## config.mk

```make
export PLATFORM = sky130hd
export DESIGN_NAME = tws_mem_slave
export DESIGN_NICKNAME = d
export VERILOG_FILES = /design/src/rtl/tws_pkg.sv /design/src/rtl/tws_sync.sv /design/src/rtl/tws_busy_timer.sv /design/src/rtl/tws_mem_array.sv /design/src/rtl/tws_mem_slave.sv
export SDC_FILE = /design/constraint.sdc
export NUM_CORES = 1
export LEC_CHECK = 0
export BUFFER_PORTS_ARGS = -buffer_cell sky130_fd_sc_hd__buf_2
export CAP_MARGIN = 20
export CELL_PAD_IN_SITES_DETAIL_PLACEMENT = 0
export CELL_PAD_IN_SITES_GLOBAL_PLACEMENT = 1
export CORE_MARGIN = 1.5
export CORE_UTILIZATION = 50
export DETAILED_ROUTE_END_ITERATION = 10
export PLACE_DENSITY = 0.76
export SKIP_LAST_GASP = 1
export SYNTH_ARGS = -nofsm -noshare
export SYNTH_HDL_FRONTEND = slang
export SYNTH_SLANG_ARGS = --single-unit
export TNS_END_PERCENT = 20
```

## constraint.sdc

```tcl
create_clock -name clk -period 4.05 [get_ports clk]
set_input_delay 0.2025 -clock clk [delete_from_list [all_inputs] [get_ports clk]]
set_output_delay 0.2025 -clock clk [all_outputs]
set_load 0.03 [all_outputs]
```

## src/rtl/tws_pkg.sv

```systemverilog
package tws_pkg;
  localparam int BYTE_W = 8;
  localparam int BIT_CW = 4;

  typedef enum logic [1:0] {
    ST_IDLE  = 2'd0,
    ST_CHIP  = 2'd1,
    ST_WADDR = 2'd2,
    ST_DATA  = 2'd3
  } tws_state_e;
endpackage

```

## src/rtl/tws_sync.sv

```systemverilog
module tws_sync #(
  parameter int W = 3
) (
  input  logic         clk,
  input  logic         rst_n,
  input  logic [W-1:0] d_i,
  output logic [W-1:0] q_o
);
  logic [W-1:0] stg1_q;
  logic [W-1:0] stg2_q;

  generate
    for (genvar g = 0; g < W; g++) begin : g_bit
      always_ff @(posedge clk or negedge rst_n) begin
        if (!rst_n) begin
          stg1_q[g] <= 1'b1;
          stg2_q[g] <= 1'b1;
        end else begin
          stg1_q[g] <= d_i[g];
          stg2_q[g] <= stg1_q[g];
        end
      end
    end
  endgenerate

  assign q_o = stg2_q;
endmodule

```

## src/rtl/tws_busy_timer.sv

```systemverilog
module tws_busy_timer #(
  parameter int CYCLES = 500000
) (
  input  logic clk,
  input  logic rst_n,
  input  logic go_i,
  output logic busy_o
);
  localparam int CW = $clog2(CYCLES + 1);

  logic [CW-1:0] cnt_q;
  logic [CW-1:0] cnt_d;

  always_comb begin
    cnt_d = cnt_q;
    if (go_i)
      cnt_d = CW'(CYCLES);
    else if (cnt_q != '0)
      cnt_d = cnt_q - 1'b1;
  end

  always_ff @(posedge clk or negedge rst_n) begin
    if (!rst_n) cnt_q <= '0;
    else        cnt_q <= cnt_d;
  end

  assign busy_o = (cnt_q != '0);


  no_retrigger_chk: assert property (@(posedge clk) disable iff (!rst_n)
    go_i |-> !busy_o);


  window_end_chk: assert property (@(posedge clk) disable iff (!rst_n)
    $fell(busy_o) |-> ($past(cnt_q) == CW'(1)));
endmodule

```

## src/rtl/tws_mem_array.sv

```systemverilog
module tws_mem_array #(
  parameter int ADDR_W = 7,
  parameter int DATA_W = 8
) (
  input  logic              clk,
  input  logic              we_i,
  input  logic [ADDR_W-1:0] waddr_i,
  input  logic [DATA_W-1:0] wdata_i,
  input  logic [ADDR_W-1:0] raddr_i,
  output logic [DATA_W-1:0] rdata_o
);
  localparam int DEPTH = 1 << ADDR_W;

  logic [DATA_W-1:0] mem_q [DEPTH];

  always_ff @(posedge clk) begin
    if (we_i) mem_q[waddr_i] <= wdata_i;
  end

  assign rdata_o = mem_q[raddr_i];


  known_waddr_chk: assert property (@(posedge clk)
    we_i |-> !$isunknown(waddr_i));
endmodule

```

## src/rtl/tws_mem_slave.sv

```systemverilog
module tws_mem_slave
  import tws_pkg::*;
#(
  parameter int          ADDR_W    = 7,
  parameter int          WR_CYCLES = 500000,
  parameter logic [3:0]  DEV_CODE  = 4'b1010
) (
  input  logic              clk,
  input  logic              rst_n,
  input  logic              bus_clk_i,
  input  logic              bus_en_i,
  input  logic              bus_dat_i,
  input  logic [1:0]        sel_i,
  output logic              dat_pull_o,
  input  logic [ADDR_W-1:0] peek_addr_i,
  output logic [BYTE_W-1:0] peek_data_o
);
  localparam logic [BIT_CW-1:0] ACK_SLOT = BIT_CW'(BYTE_W);
  localparam logic [BIT_CW-1:0] LAST_BIT = BIT_CW'(BYTE_W - 1);

  // reset: asserted asynchronously, released on clk
  logic [1:0] rst_q;
  logic       rst_in_n;
  always_ff @(posedge clk or negedge rst_n) begin
    if (!rst_n) rst_q <= 2'b00;
    else        rst_q <= {rst_q[0], 1'b1};
  end
  assign rst_in_n = rst_q[1];

  // bus line sampling
  logic [2:0] sync_w;
  logic [2:0] prev_q;
  tws_sync #(.W(3)) u_sync (
    .clk   (clk),
    .rst_n (rst_in_n),
    .d_i   ({bus_clk_i, bus_en_i, bus_dat_i}),
    .q_o   (sync_w)
  );
  always_ff @(posedge clk or negedge rst_in_n) begin
    if (!rst_in_n) prev_q <= 3'b111;
    else           prev_q <= sync_w;
  end

  logic s_clk, s_en, s_dat, p_clk, p_en;
  assign {s_clk, s_en, s_dat} = sync_w;
  assign p_clk = prev_q[2];
  assign p_en  = prev_q[1];

  logic clk_rise, clk_fall, begin_det, end_det;
  assign clk_rise  = s_clk & ~p_clk;
  assign clk_fall  = ~s_clk & p_clk;
  assign begin_det = s_clk & p_clk & p_en & ~s_en;
  assign end_det   = s_clk & p_clk & ~p_en & s_en;

  // protocol state
  tws_state_e        st_q, st_d;
  logic [BIT_CW-1:0] bc_q, bc_d;
  logic [BYTE_W-1:0] sh_q, sh_d;
  logic [ADDR_W-1:0] ad_q, ad_d;
  logic              ack_q, ack_d;
  logic              oe_q, oe_d;
  logic              mem_we, wr_go, busy;
  logic [BYTE_W-1:0] byte_w;
  logic              chip_ok;

  assign byte_w  = {sh_q[BYTE_W-2:0], s_dat};
  assign chip_ok = (byte_w[7:4] == DEV_CODE) && !byte_w[3] &&
                   (byte_w[2:1] == sel_i) && !byte_w[0];

  always_comb begin
    st_d   = st_q;
    bc_d   = bc_q;
    sh_d   = sh_q;
    ad_d   = ad_q;
    ack_d  = ack_q;
    oe_d   = oe_q;
    mem_we = 1'b0;
    wr_go  = 1'b0;
    if (begin_det) begin
      st_d  = ST_CHIP;
      bc_d  = '0;
      ack_d = 1'b0;
      oe_d  = 1'b0;
    end else if (end_det) begin
      st_d  = ST_IDLE;
      bc_d  = '0;
      ack_d = 1'b0;
      oe_d  = 1'b0;
    end else if (st_q != ST_IDLE) begin
      if (clk_rise) begin
        if (bc_q == ACK_SLOT) begin
          bc_d = '0;
        end else begin
          sh_d = byte_w;
          bc_d = bc_q + 1'b1;
          if (bc_q == LAST_BIT) begin
            unique case (st_q)
              ST_CHIP: begin
                ack_d = chip_ok;
                st_d  = chip_ok ? ST_WADDR : ST_IDLE;
              end
              ST_WADDR: begin
                ad_d  = byte_w[ADDR_W-1:0];
                ack_d = 1'b1;
                st_d  = ST_DATA;
              end
              ST_DATA: begin
                ack_d = !busy;
                if (!busy) begin
                  mem_we = 1'b1;
                  wr_go  = 1'b1;
                  ad_d   = ad_q + 1'b1;
                end
              end
              default: ack_d = 1'b0;
            endcase
          end
        end
      end else if (clk_fall) begin
        oe_d = (bc_q == ACK_SLOT) && ack_q;
      end
    end
  end

  always_ff @(posedge clk or negedge rst_in_n) begin
    if (!rst_in_n) begin
      st_q  <= ST_IDLE;
      bc_q  <= '0;
      sh_q  <= '0;
      ad_q  <= '0;
      ack_q <= 1'b0;
      oe_q  <= 1'b0;
    end else begin
      st_q  <= st_d;
      bc_q  <= bc_d;
      sh_q  <= sh_d;
      ad_q  <= ad_d;
      ack_q <= ack_d;
      oe_q  <= oe_d;
    end
  end

  assign dat_pull_o = oe_q;

  tws_busy_timer #(.CYCLES(WR_CYCLES)) u_timer (
    .clk    (clk),
    .rst_n  (rst_in_n),
    .go_i   (wr_go),
    .busy_o (busy)
  );

  tws_mem_array #(.ADDR_W(ADDR_W), .DATA_W(BYTE_W)) u_mem (
    .clk     (clk),
    .we_i    (mem_we),
    .waddr_i (ad_q),
    .wdata_i (byte_w),
    .raddr_i (peek_addr_i),
    .rdata_o (peek_data_o)
  );


  idle_quiet_chk: assert property (@(posedge clk) disable iff (!rst_in_n)
    (st_q == ST_IDLE) |-> !dat_pull_o);


  ack_slot_chk: assert property (@(posedge clk) disable iff (!rst_in_n)
    dat_pull_o |-> (bc_q == ACK_SLOT || bc_q == '0));


  no_write_busy_chk: assert property (@(posedge clk) disable iff (!rst_in_n)
    mem_we |-> !busy);


  addr_step_chk: assert property (@(posedge clk) disable iff (!rst_in_n)
    mem_we |=> (ad_q == ADDR_W'($past(ad_q) + 1'b1)));


  restart_chk: assert property (@(posedge clk) disable iff (!rst_in_n)
    begin_det |=> (st_q == ST_CHIP && bc_q == '0 && !dat_pull_o));
endmodule

```

==> results of run 1 <==
-- cells in the mapped netlist (9+ instances only) --
library cell and instances:
sky130_fd_sc_hd__edfxtp_1 1024, sky130_fd_sc_hd__mux4_2 336, sky130_fd_sc_hd__nor2_1 143, sky130_fd_sc_hd__clkbuf_1 47
sky130_fd_sc_hd__dfrtp_1 43, sky130_fd_sc_hd__nand2_1 30, sky130_fd_sc_hd__buf_2 28, sky130_fd_sc_hd__buf_1 23
sky130_fd_sc_hd__nand3_1 22, sky130_fd_sc_hd__o21ai_0 17, sky130_fd_sc_hd__a21oi_1 14, sky130_fd_sc_hd__mux2_2 14
sky130_fd_sc_hd__nor3_1 11, sky130_fd_sc_hd__xor2_1 11, sky130_fd_sc_hd__inv_1 10, sky130_fd_sc_hd__ha_1 9
-- kinds of logic (layout without fill, tap and decap cells) --
group	after synthesis	count (layout)	synth area share
compound gates	51	51	0.007427
fa+ha+maj	9	9	0.002684
simple gates	252	252	0.02717
mux	355	355	0.1853
buf+inv	110	404	0.01095
xor+xnor	13	13	0.002714
flops	1075	1075	0.7636
other cells	1	2	0.00008939
-- flip-flops by register name, indices dropped and copies added, names as in the netlist, 2 cells and up --
register	cells
bc_q	4
u_sync.q_o	3
prev_q	2
st_q	2
u_timer.cnt_q	19
rst_q	2
sh_q	7
ad_q	7
u_mem.mem_q	1024
u_sync.stg1_q	3
-- per-stage QoR --
| step | total power [mW] | instances | util | hold WS [ns] | setup WS (ns) |
|---|---|---|---|---|---|
| after floorplan | 14.91 | 1866 | - | -0.09309 | 0.5954 |
| after global placement | 15.70 | 3040 | 0.5342 | -0.01205 | 0.6485 |
| after detailed placement | 15.83 | 3040 | 0.5342 | -0.01074 | 0.5675 |
| after CTS | 25.28 | 3238 | 0.5756 | 0.06792 | 0.5482 |
| after global routing | 25.85 | 3240 | 0.5761 | 0.1492 | 0.2868 |
| final | 25.10 | 3241 | 0.5762 | 0.08265 | 0.5430 |
-- critical path, delay by kind of cell, from the launching register on --
kind                       cells  cell delay (ns)
and+or+nand+nor                5             2.45
DFF                            1             0.40
adders and majority gates      1             0.18
buffers and inverters          1             0.10
-- layout make-up --
cell class              count  area share
diodes                      1  0.00005214
clock inverters            62     0.01270
inverters                  10   0.0007822
flip-flops and latches   1075      0.6682
multi-input cells         681      0.1972
well taps                1080     0.02816
repair buffers            201     0.03483
clock buffers             131     0.05809
-- layer usage --
| layer | share of wire | wire [microns] | vias to the layer above | global-route usage |
|---|---|---|---|---|
| met5 | 0 | 0 | - | 0 |
| met4 | 0.028 | 2569 | 0 | 0.07026 |
| met3 | 0.081 | 7301 | 136 | 0.04780 |
| met2 | 0.47 | 42750 | 795 | 0.3296 |
| met1 | 0.42 | 38020 | 10530 | 0.3125 |
| li1 | - | - | 8278 | - |
-- worst max path at each step --
| stage | slack, ns | end | cells past startpoint |
|---|---|---|---|
| floorplan | 0.60 | u_mem.mem_q[64][0]$_DFFE_PP_ | 7 |
| global placement | 0.65 | u_mem.mem_q[66][5]$_DFFE_PP_ | 7 |
| detailed placement | 0.57 | u_mem.mem_q[71][5]$_DFFE_PP_ | 7 |
| CTS | 0.55 | u_mem.mem_q[71][1]$_DFFE_PP_ | 7 |
| global route | 0.29 | u_mem.mem_q[66][1]$_DFFE_PP_ | 7 |
| finish | 0.54 | u_mem.mem_q[66][1]$_DFFE_PP_ | 7 |
-- power groups by stage --
stage | Combinational [mW] | Clock, mW | Sequential [mW]
floorplan | 0.662 | 0 | 14.3
global route | 1.80 | 10.1 | 14.0
finish | 1.67 | 9.52 | 13.9
detailed placement | 1.66 | 0 | 14.2
global placement | 1.58 | 0 | 14.1
CTS | 1.67 | 9.68 | 13.9
==> summary.md, run 1 <==
The largest stage delay on the critical path was 0.74 ns; the global-route wire length before repair was 134.8 mm. Synthesis produced a netlist with a net count of 1,889. For this design the top-level I/O count stands at 23. By area the synthesized netlist is led by sky130_fd_sc_hd__edfxtp_1 73%, sky130_fd_sc_hd__mux4_2 18%, sky130_fd_sc_hd__dfrtp_1 2.6%. The synthesized design contains 1,075 register bits. The number of global-route vias before repair was 19,960.

The path class of the lowest-slack min-delay path is input pin to flip-flop. For the data arrival at the endpoint of the critical path, the log shows 3.80 ns. The die covers 85,650 sq um. Buffers placed on the I/O ports in this run total 22. In the final timing run, aggregate negative setup slack is 0 ns. The setup-violating endpoint count in the final report came out at 0. In the layout the commonest cells are 1,024 x sky130_fd_sc_hd__edfxtp_1, 336 x sky130_fd_sc_hd__mux4_2, 161 x sky130_fd_sc_hd__buf_4.

The cell area after synthesis was 41,950 sq um. The core region area came out at 83,290 sq um. The most common cell after layout, fill and taps aside was sky130_fd_sc_hd__edfxtp_1. The final routed wirelength across all metal layers is 90.64 mm, and the proportion of layout cells with a drive suffix above 1 is 0.3338. The synthesis-to-layout area growth is 14.39%, and the cell internal power dissipation is 19.24 mW.

The run gives 0.5037 as the initial core utilization. Via density per instance: 6.091. The root buffer selected by CTS was sky130_fd_sc_hd__clkbuf_16. The number of buffers inserted to repair setup after CTS is 0, and the number of detailed-route iterations in the first pass is 5. Setup repair after global routing left no endpoint under its margin.

The floorplan step set the die height to 292.7 microns. The number of clock buffers added by TritonCTS is 107. Number of vias after detailed routing: 19,740. For the pin count of the biggest net entering global routing, the log shows 105. The critical-path maximum fanout was 10.

The floorplan step set the die width to 292.7 microns. TritonCTS built the clock tree. In the final routed layout, each cell accounts on average for 27.97 microns. The relative max-transition margin was 0.3760. The number of synthesized flops with an enable pin is 1,024, and the number of max-slew violations in the final report is 0.

The area share of the largest cell type after synthesis was 0.7330; the count of warnings emitted by yosys was 0. The global-route usage over all layers is 0.2156. The synthesized design spends more area on one cell type than any other, namely sky130_fd_sc_hd__edfxtp_1. In this run the mean area of a mapped cell was 22.48 sq um.

The initialized floorplan defines 106 standard-cell rows. Based on the critical path, the design can be clocked at up to 0.2851 GHz. The run gives 47,990 sq um as the post-route cell area. The run gives 5.861 mW as the switching power total. The logs give 0 for the total of cells resized after clock tree synthesis and 4.34 ns for the required time of the critical path.

The share of flip-flops with an asynchronous set or reset after synthesis was 0.04744. Minimum period implied by the final worst setup slack: 3.507 ns. The share of total power consumed by net switching was 0.2335; the power density normalized to cell area was 523.1 nW/um^2. For this design, the slowest cell found on the critical path is sky130_fd_sc_hd__nor2_1. Summing all multi-input logic gate instances after layout gives 9463 sq um.

The share of total power in sequential cells is 0.554. The worst hold path begins at sel_i[1]. Among all flip-flop cells after synthesis, the most frequent one is sky130_fd_sc_hd__edfxtp_1. The logs give 5,913 for the layout filler cell count and 0.03371 ns for the maximum clock skew at final layout. The share of power burned in the clock network was 0.379; the antenna violation net count after detailed routing was 0.

The wire-length estimate of the detail-placed layout is 55.83 mm. The tools report the logic gate share of total power as 0.067. The run gives 0.68 ns as the clock latency on the worst-skew pair. Counting every instance in the synthesized netlist gives 1,866. The logs give 0 for the max-capacitance violation count and 0 for the remaining routing DRC violations.

For flop-to-flop paths, the worst setup slack is 0.54 ns. The worst hold path cell count is 5, and the peak supply drop is 0.0005130 V. The final hold violation count was 0. The type of element launching the critical path is a flip-flop. The number of cells on the worst reg-to-reg path was 7. For the number of sinks handled by clock tree synthesis, the log shows 1,075.

After detailed placement, the total cell area comes to 44,490 sq um. The flow ran to the end, and the final reports show no timing, DRC or antenna violations. For the number of nets in the layout, the log shows 2,099. Across the whole layout, storage elements account for 32,070 sq um. The worst setup path is captured at a flip-flop. The most critical setup path has its startpoint at u_timer.cnt_q[0]$_DFFE_PN0P_.

Buffers inserted to repair hold after CTS numbered 5. The signal on the critical path passes through inv_1, ha_1, or3b_1, or4_1, nor3_4, nand3_1, nor2_1. The netlist uses 49 different library cells. The worst reg2reg path startpoint was u_timer.cnt_q[0]$_DFFE_PN0P_. The clock transition at the registers of the reported paths works out to 0.06 ns. The destination of the worst register-to-register timing path was u_mem.mem_q[66][1]$_DFFE_PP_. For this block, the initial DRC count from the detailed router was 2,109. The tools report the sink of the worst hold path as st_q[1]$_DFFE_PN0P_. The routability congestion estimate was 0.8088; the sum of overflow across all layers after global routing was 0.

The logs give 3 for the H-tree level count and 3 for the maximum buffer depth of the clock tree. The number of antenna violations at the first check in global routing was 1. The portion of the clock cycle consumed by the worst path in the final layout works out to 0.8659.

The kind of critical path is flip-flop to flip-flop. The sequential cell area fraction in the yosys report was 0.7636. For this design the static power due to leakage is 15.32 nW. For the pin with the worst max-slew slack, the measured transition is 0.9360 ns.
No activity file was read; power rests on OpenSTA's default activity.
==> run 2, diff against run 1 <==
Settings changed: CORE_UTILIZATION 50 to 45, PLACE_DENSITY 0.76 to 0.7.
==> summary.md, run 2 (synthesis results as in run 1) <==
The number of cells on the worst reg-to-reg path came out at 8 (was 7). The logs give 44,820 sq um (was 44,490 sq um) for the instance area at placement and 15.29 nW (was 15.32 nW) for the leakage power. For the final hold violation count, the log shows 0 (unchanged). For the sum of overflow across all layers after global routing, the log shows 0 (unchanged). The tools report the destination of the worst register-to-register timing path as u_mem.mem_q[64][1]$_DFFE_PP_ (was u_mem.mem_q[66][1]$_DFFE_PP_). The worst hold path cell count is 5 (unchanged), and the post-route cell area is 48,060 sq um (was 47,990 sq um). The tools report the number of detailed-route iterations in the first pass as 7 (was 5).

The root buffer selected by CTS is sky130_fd_sc_hd__clkbuf_16 (unchanged). The number of nets in the layout is 2,108 (was 2,099), and the starting DRC count in detailed routing is 1,801 (was 2,109). The power density normalized to cell area was 513.0 nW/um^2 (was 523.1 nW/um^2); the share of total power in sequential cells was 0.566 (was 0.554). The run gives 136.0 mm (was 134.8 mm) as the global-route wire length before repair. Registers with the most flip-flops: u_mem.mem_q x1024, u_timer.cnt_q x19 (unchanged).

The hold path startpoint was sel_i[0] (was sel_i[1]). The required time of the critical path came out at 3.85 ns (was 4.34 ns). The minimum period implied by the final worst setup slack came out at 3.399 ns (was 3.507 ns). The die width was 308.3 microns (was 292.7 microns). The register with the highest flop count was u_mem.mem_q (unchanged).

Worst reg-to-reg setup slack: 0.69 ns (was 0.54 ns). The number of vias after detailed routing is 19,550 (was 19,740), and the clock latency on the worst-skew pair is 0.67 ns (was 0.68 ns). For the worst hold slack across all endpoints, the log shows 0.08519 ns (was 0.08265 ns). The power after layout was 24.65 mW (was 25.10 mW). The quantity of I/O buffers inserted on ports works out to 22 (unchanged). The per-cell routed wire length was 26.83 microns (was 27.97 microns).

The logs give 92,080 sq um (was 83,290 sq um) for the core region area and 111 (was 106) for the row count. The run gives 97 (was 105) as the pin count of the biggest net entering global routing. The cell internal power dissipation came out at 18.96 mW (was 19.24 mW). The least setup slack across all paths after layout came out at 0.6514 ns (was 0.5430 ns). The run gives 0.065 (was 0.067) as the logic gate share of total power. The transition time of the tightest slew-check pin is 1.066 ns (was 0.9360 ns). Setup repair after global routing left no endpoint under its margin. The switching power total was 5.693 mW (was 5.861 mW).

The share of total power consumed by net switching was 0.2309 (was 0.2335). The logs give 0.6883 ns (was 0.5675 ns) for the setup slack at placement and 1,075 (unchanged) for the number of sinks handled by clock tree synthesis. Sink of the worst hold path: st_q[1]$_DFFE_PN0P_ (unchanged). The peak supply drop is 0.0008614 V (was 0.0005130 V). The critical-path maximum fanout is 1 (was 10), and the number of flip-flops in the largest register is 1,024 (unchanged).

The max-capacitance violation count was 0 (unchanged). Type of element launching the critical path: a flip-flop (unchanged). Worst reg2reg path startpoint: u_timer.cnt_q[0]$_DFFE_PN0P_ (unchanged).

Sort of element at the end of the critical path: a primary output (was a flip-flop). The proportion of layout cells with a drive suffix above 1 is 0.3310 (was 0.3338). The flow ran to the end, and the final reports show no timing, DRC or antenna violations. The synthesis-to-layout area growth was 14.56% (was 14.39%). Leading cell types in the layout, fill and taps excluded: 1,024 x sky130_fd_sc_hd__edfxtp_1, 336 x sky130_fd_sc_hd__mux4_2, 170 x sky130_fd_sc_hd__buf_4 (was 1,024 x sky130_fd_sc_hd__edfxtp_1, 336 x sky130_fd_sc_hd__mux4_2, 161 x sky130_fd_sc_hd__buf_4). The via density per instance works out to 5.735 (was 6.091). For the initial core utilization, the log shows 0.4556 (was 0.5037). The number of diodes came out at 0 (was 1). Kind of critical path: flip-flop to primary output (was flip-flop to flip-flop). The global-route usage over all layers is 0.1975 (was 0.2156), and the number of antenna violations at the first check in global routing is 4 (was 1).

The tools report the setup-violating endpoint count in the final report as 0 (unchanged). The clock transition at the registers of the reported paths was 0.06 ns (about the same). H-tree level count: 3 (unchanged). The TritonCTS buffer count was 106 (was 107).

The remaining routing DRC violations is 0 (unchanged). The tools report the maximum clock skew at final layout as 0.02512 ns (was 0.03371 ns). The run gives 3,409 (was 3,241) as the count of non-filler cells in the finished layout. The y dimension of the die was 308.3 microns (was 292.7 microns); the antenna violation net count after detailed routing was 0 (unchanged). The post-placement cell count is 3,215 (was 3,040).

The path class of the lowest-slack min-delay path is input pin to flip-flop (unchanged). The maximum clock rate was 0.2942 GHz (was 0.2851 GHz); the share of power burned in the clock network was 0.369 (was 0.379). The tools report the final routed wirelength across all metal layers as 91.48 mm (was 90.64 mm). The data arrival at the endpoint of the critical path came out at 3.20 ns (was 3.80 ns).

The run gives 57.44 mm (was 55.83 mm) as the HPWL after detailed placement. The tools report the maximum buffer depth of the clock tree as 3 (unchanged). The count of boundary I/O pins was 23 (unchanged); the number of max-slew violations in the final report was 0 (unchanged). Most common cell after layout, fill and taps aside: sky130_fd_sc_hd__edfxtp_1 (unchanged).

The layout filler cell count came out at 7,039 (was 5,913). The routability congestion estimate is 0.7972 (was 0.8088), and the portion of the clock cycle consumed by the worst path in the final layout is 0.8392 (was 0.8659). The area enclosed by the die boundary was 95,070 sq um (was 85,650 sq um); the number of global-route vias before repair was 20,350 (was 19,960). The sum of negative setup slack came out at 0 ns (unchanged). The final core area utilization is 0.5219 (was 0.5762). TritonCTS built the clock tree. The relative max-transition margin is 0.2891 (was 0.3760).
run 2: cell types whose count changed in the layout (fill, tap and decap cells not counted), sizes merged:
cell,previous run,this run
buf,196,206
clkinvlp,8,4
clkbuf,131,135
clkinv,43,41
inv,14,15
diode,1,0
bufinv,7,4
run 2: final cells by class:
class / instances / area, sq um / share of cell area
Sequential cell: 1075 / 32070 / 0.6672
Timing Repair Buffer: 211 / 1752 / 0.03645
Inverter: 10 / 37.54 / 0.0007810
Clock inverter: 54 / 402.9 / 0.008383
Tap cell: 1243 / 1555 / 0.03236
Multi-Input combinational cell: 681 / 9463 / 0.1969
Clock buffer: 135 / 2783 / 0.05790
run 2: power groups by stage:
stage | Combinational [mW] | Clock [mW] | Sequential (mW)
after floorplan | 0.662 | 0 | 14.3
after global placement | 1.57 | 0 | 14.2
after detailed placement | 1.64 | 0 | 14.2
after CTS | 1.64 | 9.26 | 14.0
after global routing | 1.74 | 9.68 | 14.0
final | 1.61 | 9.09 | 14.0
run 2: per-layer routing:
metal / vias to the layer above / wire length [microns] / global-route usage
met5: - / 0 / 0
met4: 0 / 1865 / 0.04846
met3: 113 / 5319 / 0.03188
met2: 583 / 46510 / 0.3339
met1: 10560 / 37780 / 0.2696
li1: 8292 / - / -
run 2: worst max path at each step:
stage                                 start                           end  slack [ns]  depth (start not counted)
3_5_place_dp   u_timer.cnt_q[0]$_DFFE_PN0P_  u_mem.mem_q[64][7]$_DFFE_PP_        0.69                          8
4_1_cts        u_mem.mem_q[30][0]$_DFFE_PP_                peek_data_o[0]        0.55                          5
6_report       u_mem.mem_q[26][2]$_DFFE_PP_                peek_data_o[2]        0.65                          5
5_1_grt        u_timer.cnt_q[0]$_DFFE_PN0P_  u_mem.mem_q[64][1]$_DFFE_PP_        0.45                          8
3_3_place_gp                 peek_addr_i[0]                peek_data_o[2]        0.71                          8
2_1_floorplan           st_q[0]$_DFFE_PN0P_  u_mem.mem_q[64][0]$_DFFE_PP_        0.60                          7
run 2: worst max-delay path, stage by stage (launching register included):
cell and delay [ns]:
sky130_fd_sc_hd__edfxtp_1 0.37, sky130_fd_sc_hd__mux4_2 0.51, sky130_fd_sc_hd__mux4_2 0.56, sky130_fd_sc_hd__mux4_2 0.55, sky130_fd_sc_hd__mux2_2 0.34, sky130_fd_sc_hd__buf_2 0.19
run 2: what timing repair did:
action                    CTS  global route
hold buffers                5             0
setup buffers               0             0
resized for setup           0             0
hold endpoints to repair    5             0
==> run 3, diff against run 2 <==
Settings changed: PLACE_DENSITY 0.7 to 0.73.
Clock period 4.05 ns to 2.82 ns, I/O delays scaled along.
==> summary.md, run 3 (synthesis results as in run 1) <==
The run gives 0.67 ns (about the same) as the clock latency on the worst-skew pair. Sum of overflow across all layers after global routing: 0 (unchanged). The critical-path maximum fanout was 1 (unchanged). Root buffer selected by CTS: sky130_fd_sc_hd__clkbuf_16 (unchanged).

The run gives 15.91 nW (was 15.29 nW) as the leakage power. For the antenna violation net count after detailed routing, the log shows 0 (unchanged). The final hold violation count was 0 (unchanged); the final routed wirelength across all metal layers was 96.41 mm (was 91.48 mm). The remaining routing DRC violations is 0 (unchanged). The logs give 132 (was 97) for the pin count of the biggest net entering global routing and 1,075 (unchanged) for the number of sinks handled by clock tree synthesis. The tools report the global-route usage over all layers as 0.2057 (was 0.1975). The max-capacitance violation count came out at 0 (unchanged). The maximum buffer depth of the clock tree came out at 3 (unchanged). Setup repair after global routing could not meet its margin everywhere. The y dimension of the die was 308.3 microns (unchanged). The checks that failed: negative setup slack. The worst hold slack across all endpoints was 0.05551 ns (was 0.08519 ns).

TritonCTS built the clock tree. The setup-violating endpoint count in the final report was 872 (was 0). The sort of element at the end of the critical path was a primary output (unchanged). The data arrival at the endpoint of the critical path was 3.19 ns (was 3.20 ns).

The path class of the lowest-slack min-delay path was input pin to flip-flop (unchanged). The clock transition at the registers of the reported paths was 0.06 ns (about the same). Initial core utilization: 0.4556 (unchanged).

The flow ran to the end, but the final reports show violations. The tools report the global-route wire length before repair as 141.6 mm (was 136.0 mm). The transition time of the tightest slew-check pin is 1.022 ns (was 1.066 ns), and the number of global-route vias before repair is 20,610 (was 20,350).

Maximum clock skew at final layout: 0.03295 ns (was 0.02512 ns). The logs give 6 (was 7) for the number of detailed-route iterations in the first pass and 0.7924 (was 0.7972) for the routability congestion estimate. The register with the highest flop count is u_mem.mem_q (unchanged).

The die width was 308.3 microns (unchanged); the least setup slack across all paths after layout was -0.5120 ns (was 0.6514 ns). The layout filler cell count is 6,726 (was 7,039). The proportion of layout cells with a drive suffix above 1 came out at 0.3982 (was 0.3310). The power density normalized to cell area works out to 747.3 nW/um^2 (was 513.0 nW/um^2). The number of nets in the layout was 2,124 (was 2,108). The type of element launching the critical path is a flip-flop (unchanged).

The kind of critical path was flip-flop to primary output (unchanged). The H-tree level count came out at 3 (unchanged). The maximum clock rate came out at 0.3001 GHz.

The HPWL after detailed placement came out at 57.34 mm (was 57.44 mm). The core region area was 92,080 sq um (unchanged). Leading cell types in the layout, fill and taps excluded: 1,024 x sky130_fd_sc_hd__edfxtp_1, 336 x sky130_fd_sc_hd__mux4_2, 117 x sky130_fd_sc_hd__buf_4 (was 1,024 x sky130_fd_sc_hd__edfxtp_1, 336 x sky130_fd_sc_hd__mux4_2, 170 x sky130_fd_sc_hd__buf_4). The quantity of I/O buffers inserted on ports is 22 (unchanged).

The tools report the final core area utilization as 0.5468 (was 0.5219). The sum of negative setup slack came out at -58.06 ns (was 0 ns). The starting DRC count in detailed routing is 2,224 (was 1,801). Row count: 111 (unchanged). The portion of the clock cycle consumed by the worst path in the final layout was 1.182; the number of max-slew violations in the final report was 0 (unchanged).

The TritonCTS buffer count is 107 (was 106). Synthesis-to-layout area growth: 20.02% (was 14.56%). The number of vias after detailed routing was 20,090 (was 19,550); the required time of the critical path was 2.68 ns (was 3.85 ns).

The most common cell after layout, fill and taps aside was sky130_fd_sc_hd__edfxtp_1 (unchanged). The via density per instance came out at 5.851 (was 5.735). The worst path in the final design needs a cycle of 3.332 ns, including I/O delays and setup. The area enclosed by the die boundary was 95,070 sq um (unchanged). Registers with the most flip-flops: u_mem.mem_q x1024, u_timer.cnt_q x19 (unchanged). The relative max-transition margin is 0.3187 (was 0.2891). The number of flip-flops in the largest register works out to 1,024 (unchanged). The peak supply drop was 0.001159 V (was 0.0008614 V); the count of boundary I/O pins was 23 (unchanged). The per-cell routed wire length works out to 28.08 microns (was 26.83 microns). The number of antenna violations at the first check in global routing came out at 2 (was 4).
-- run 3: cell count changes in the layout (fill, tap and decap cells not counted), moves of 11 or more --
cell | before | now
sky130_fd_sc_hd__nor2_1 | 143 | 43
sky130_fd_sc_hd__nor2_4 | 0 | 95
sky130_fd_sc_hd__buf_4 | 170 | 117
sky130_fd_sc_hd__buf_12 | 15 | 55
sky130_fd_sc_hd__buf_6 | 0 | 27
sky130_fd_sc_hd__bufinv_16 | 4 | 21
sky130_fd_sc_hd__clkbuf_1 | 28 | 17
-- run 3: layer usage --
layer / routed length [microns] / GRT usage
met1: 38930 / 0.2942
met2: 46830 / 0.3225
met3: 7494 / 0.03518
met4: 3146 / 0.07103
met5: 12 / 0
-- run 3: layout make-up --
| type | count | area (sq um) | area share |
|---|---|---|---|
| repair buffers | 226 | 2619 | 0.05201 |
| clock buffers | 126 | 2791 | 0.05544 |
| well taps | 1243 | 1555 | 0.03089 |
| inverters | 10 | 37.54 | 0.0007455 |
| flip-flops and latches | 1075 | 32070 | 0.6369 |
| clock inverters | 72 | 933.4 | 0.01854 |
| diodes | 1 | 2.502 | 0.00004970 |
| multi-input cells | 681 | 10340 | 0.2054 |
-- run 3: path summary, 6_finish.rpt --
kind / depth (start not counted) / slack, ns / startpoint / endpoint
setup / recovery: 5 / -0.51 / u_mem.mem_q[23][1]$_DFFE_PP_ / peek_data_o[1]
hold / removal: 5 / 0.06 / sel_i[1] / st_q[1]$_DFFE_PN0P_
setup reg to reg: 8 / -0.14 / u_timer.cnt_q[6]$_DFFE_PN0P_ / u_mem.mem_q[97][5]$_DFFE_PP_
hold reg to reg: 0 / 0.36 / rst_q[1]$_DFF_PN0_ / u_timer.cnt_q[12]$_DFFE_PN0P_
max in group asynchronous: 1 / 1.75 / rst_q[1]$_DFF_PN0_ / ad_q[2]$_DFFE_PN0P_
min in group asynchronous: 3 / 0.33 / rst_n / rst_q[0]$_DFF_PN0_
-- run 3: repair_timing --
action | in CTS | in global routing
endpoints found under the setup margin | 1014 | 1024
gates resized for setup | 44 | 56
hold buffers | 5 | 0
setup buffers | 3 | 17
pin swaps | 11 | 24
hold endpoints to repair | 5 | 0
cloned | 2 | 4
-- run 3: worst max-delay path, cell delays in order (launching register included) --
cell and delay (ns):
sky130_fd_sc_hd__edfxtp_1 0.37, sky130_fd_sc_hd__mux4_2 0.52, sky130_fd_sc_hd__mux4_2 0.61, sky130_fd_sc_hd__mux4_2 0.56, sky130_fd_sc_hd__mux2_4 0.32, sky130_fd_sc_hd__buf_6 0.14
-- run 3: through the flow --
stage	instances	instance area (sq um)	setup WS, ns	total power, mW
after global routing	3433	50350	-0.5681	38.72
after floorplan	1866	42680	-0.1304	21.42
after detailed placement	3204	45810	-0.3025	23.07
final	3434	50350	-0.5120	37.62
after CTS	3412	49810	-0.5448	37.90
after global placement	3204	45810	-0.2810	22.91
-- run 3: power breakdown --
group / internal, mW / leakage [nW] / total, mW / switching, mW
registers: 19.2 / 9.86 / 19.5 / 0.318
logic: 0.900 / 4.24 / 3.21 / 2.31
clock network: 8.99 / 1.81 / 14.9 / 5.94
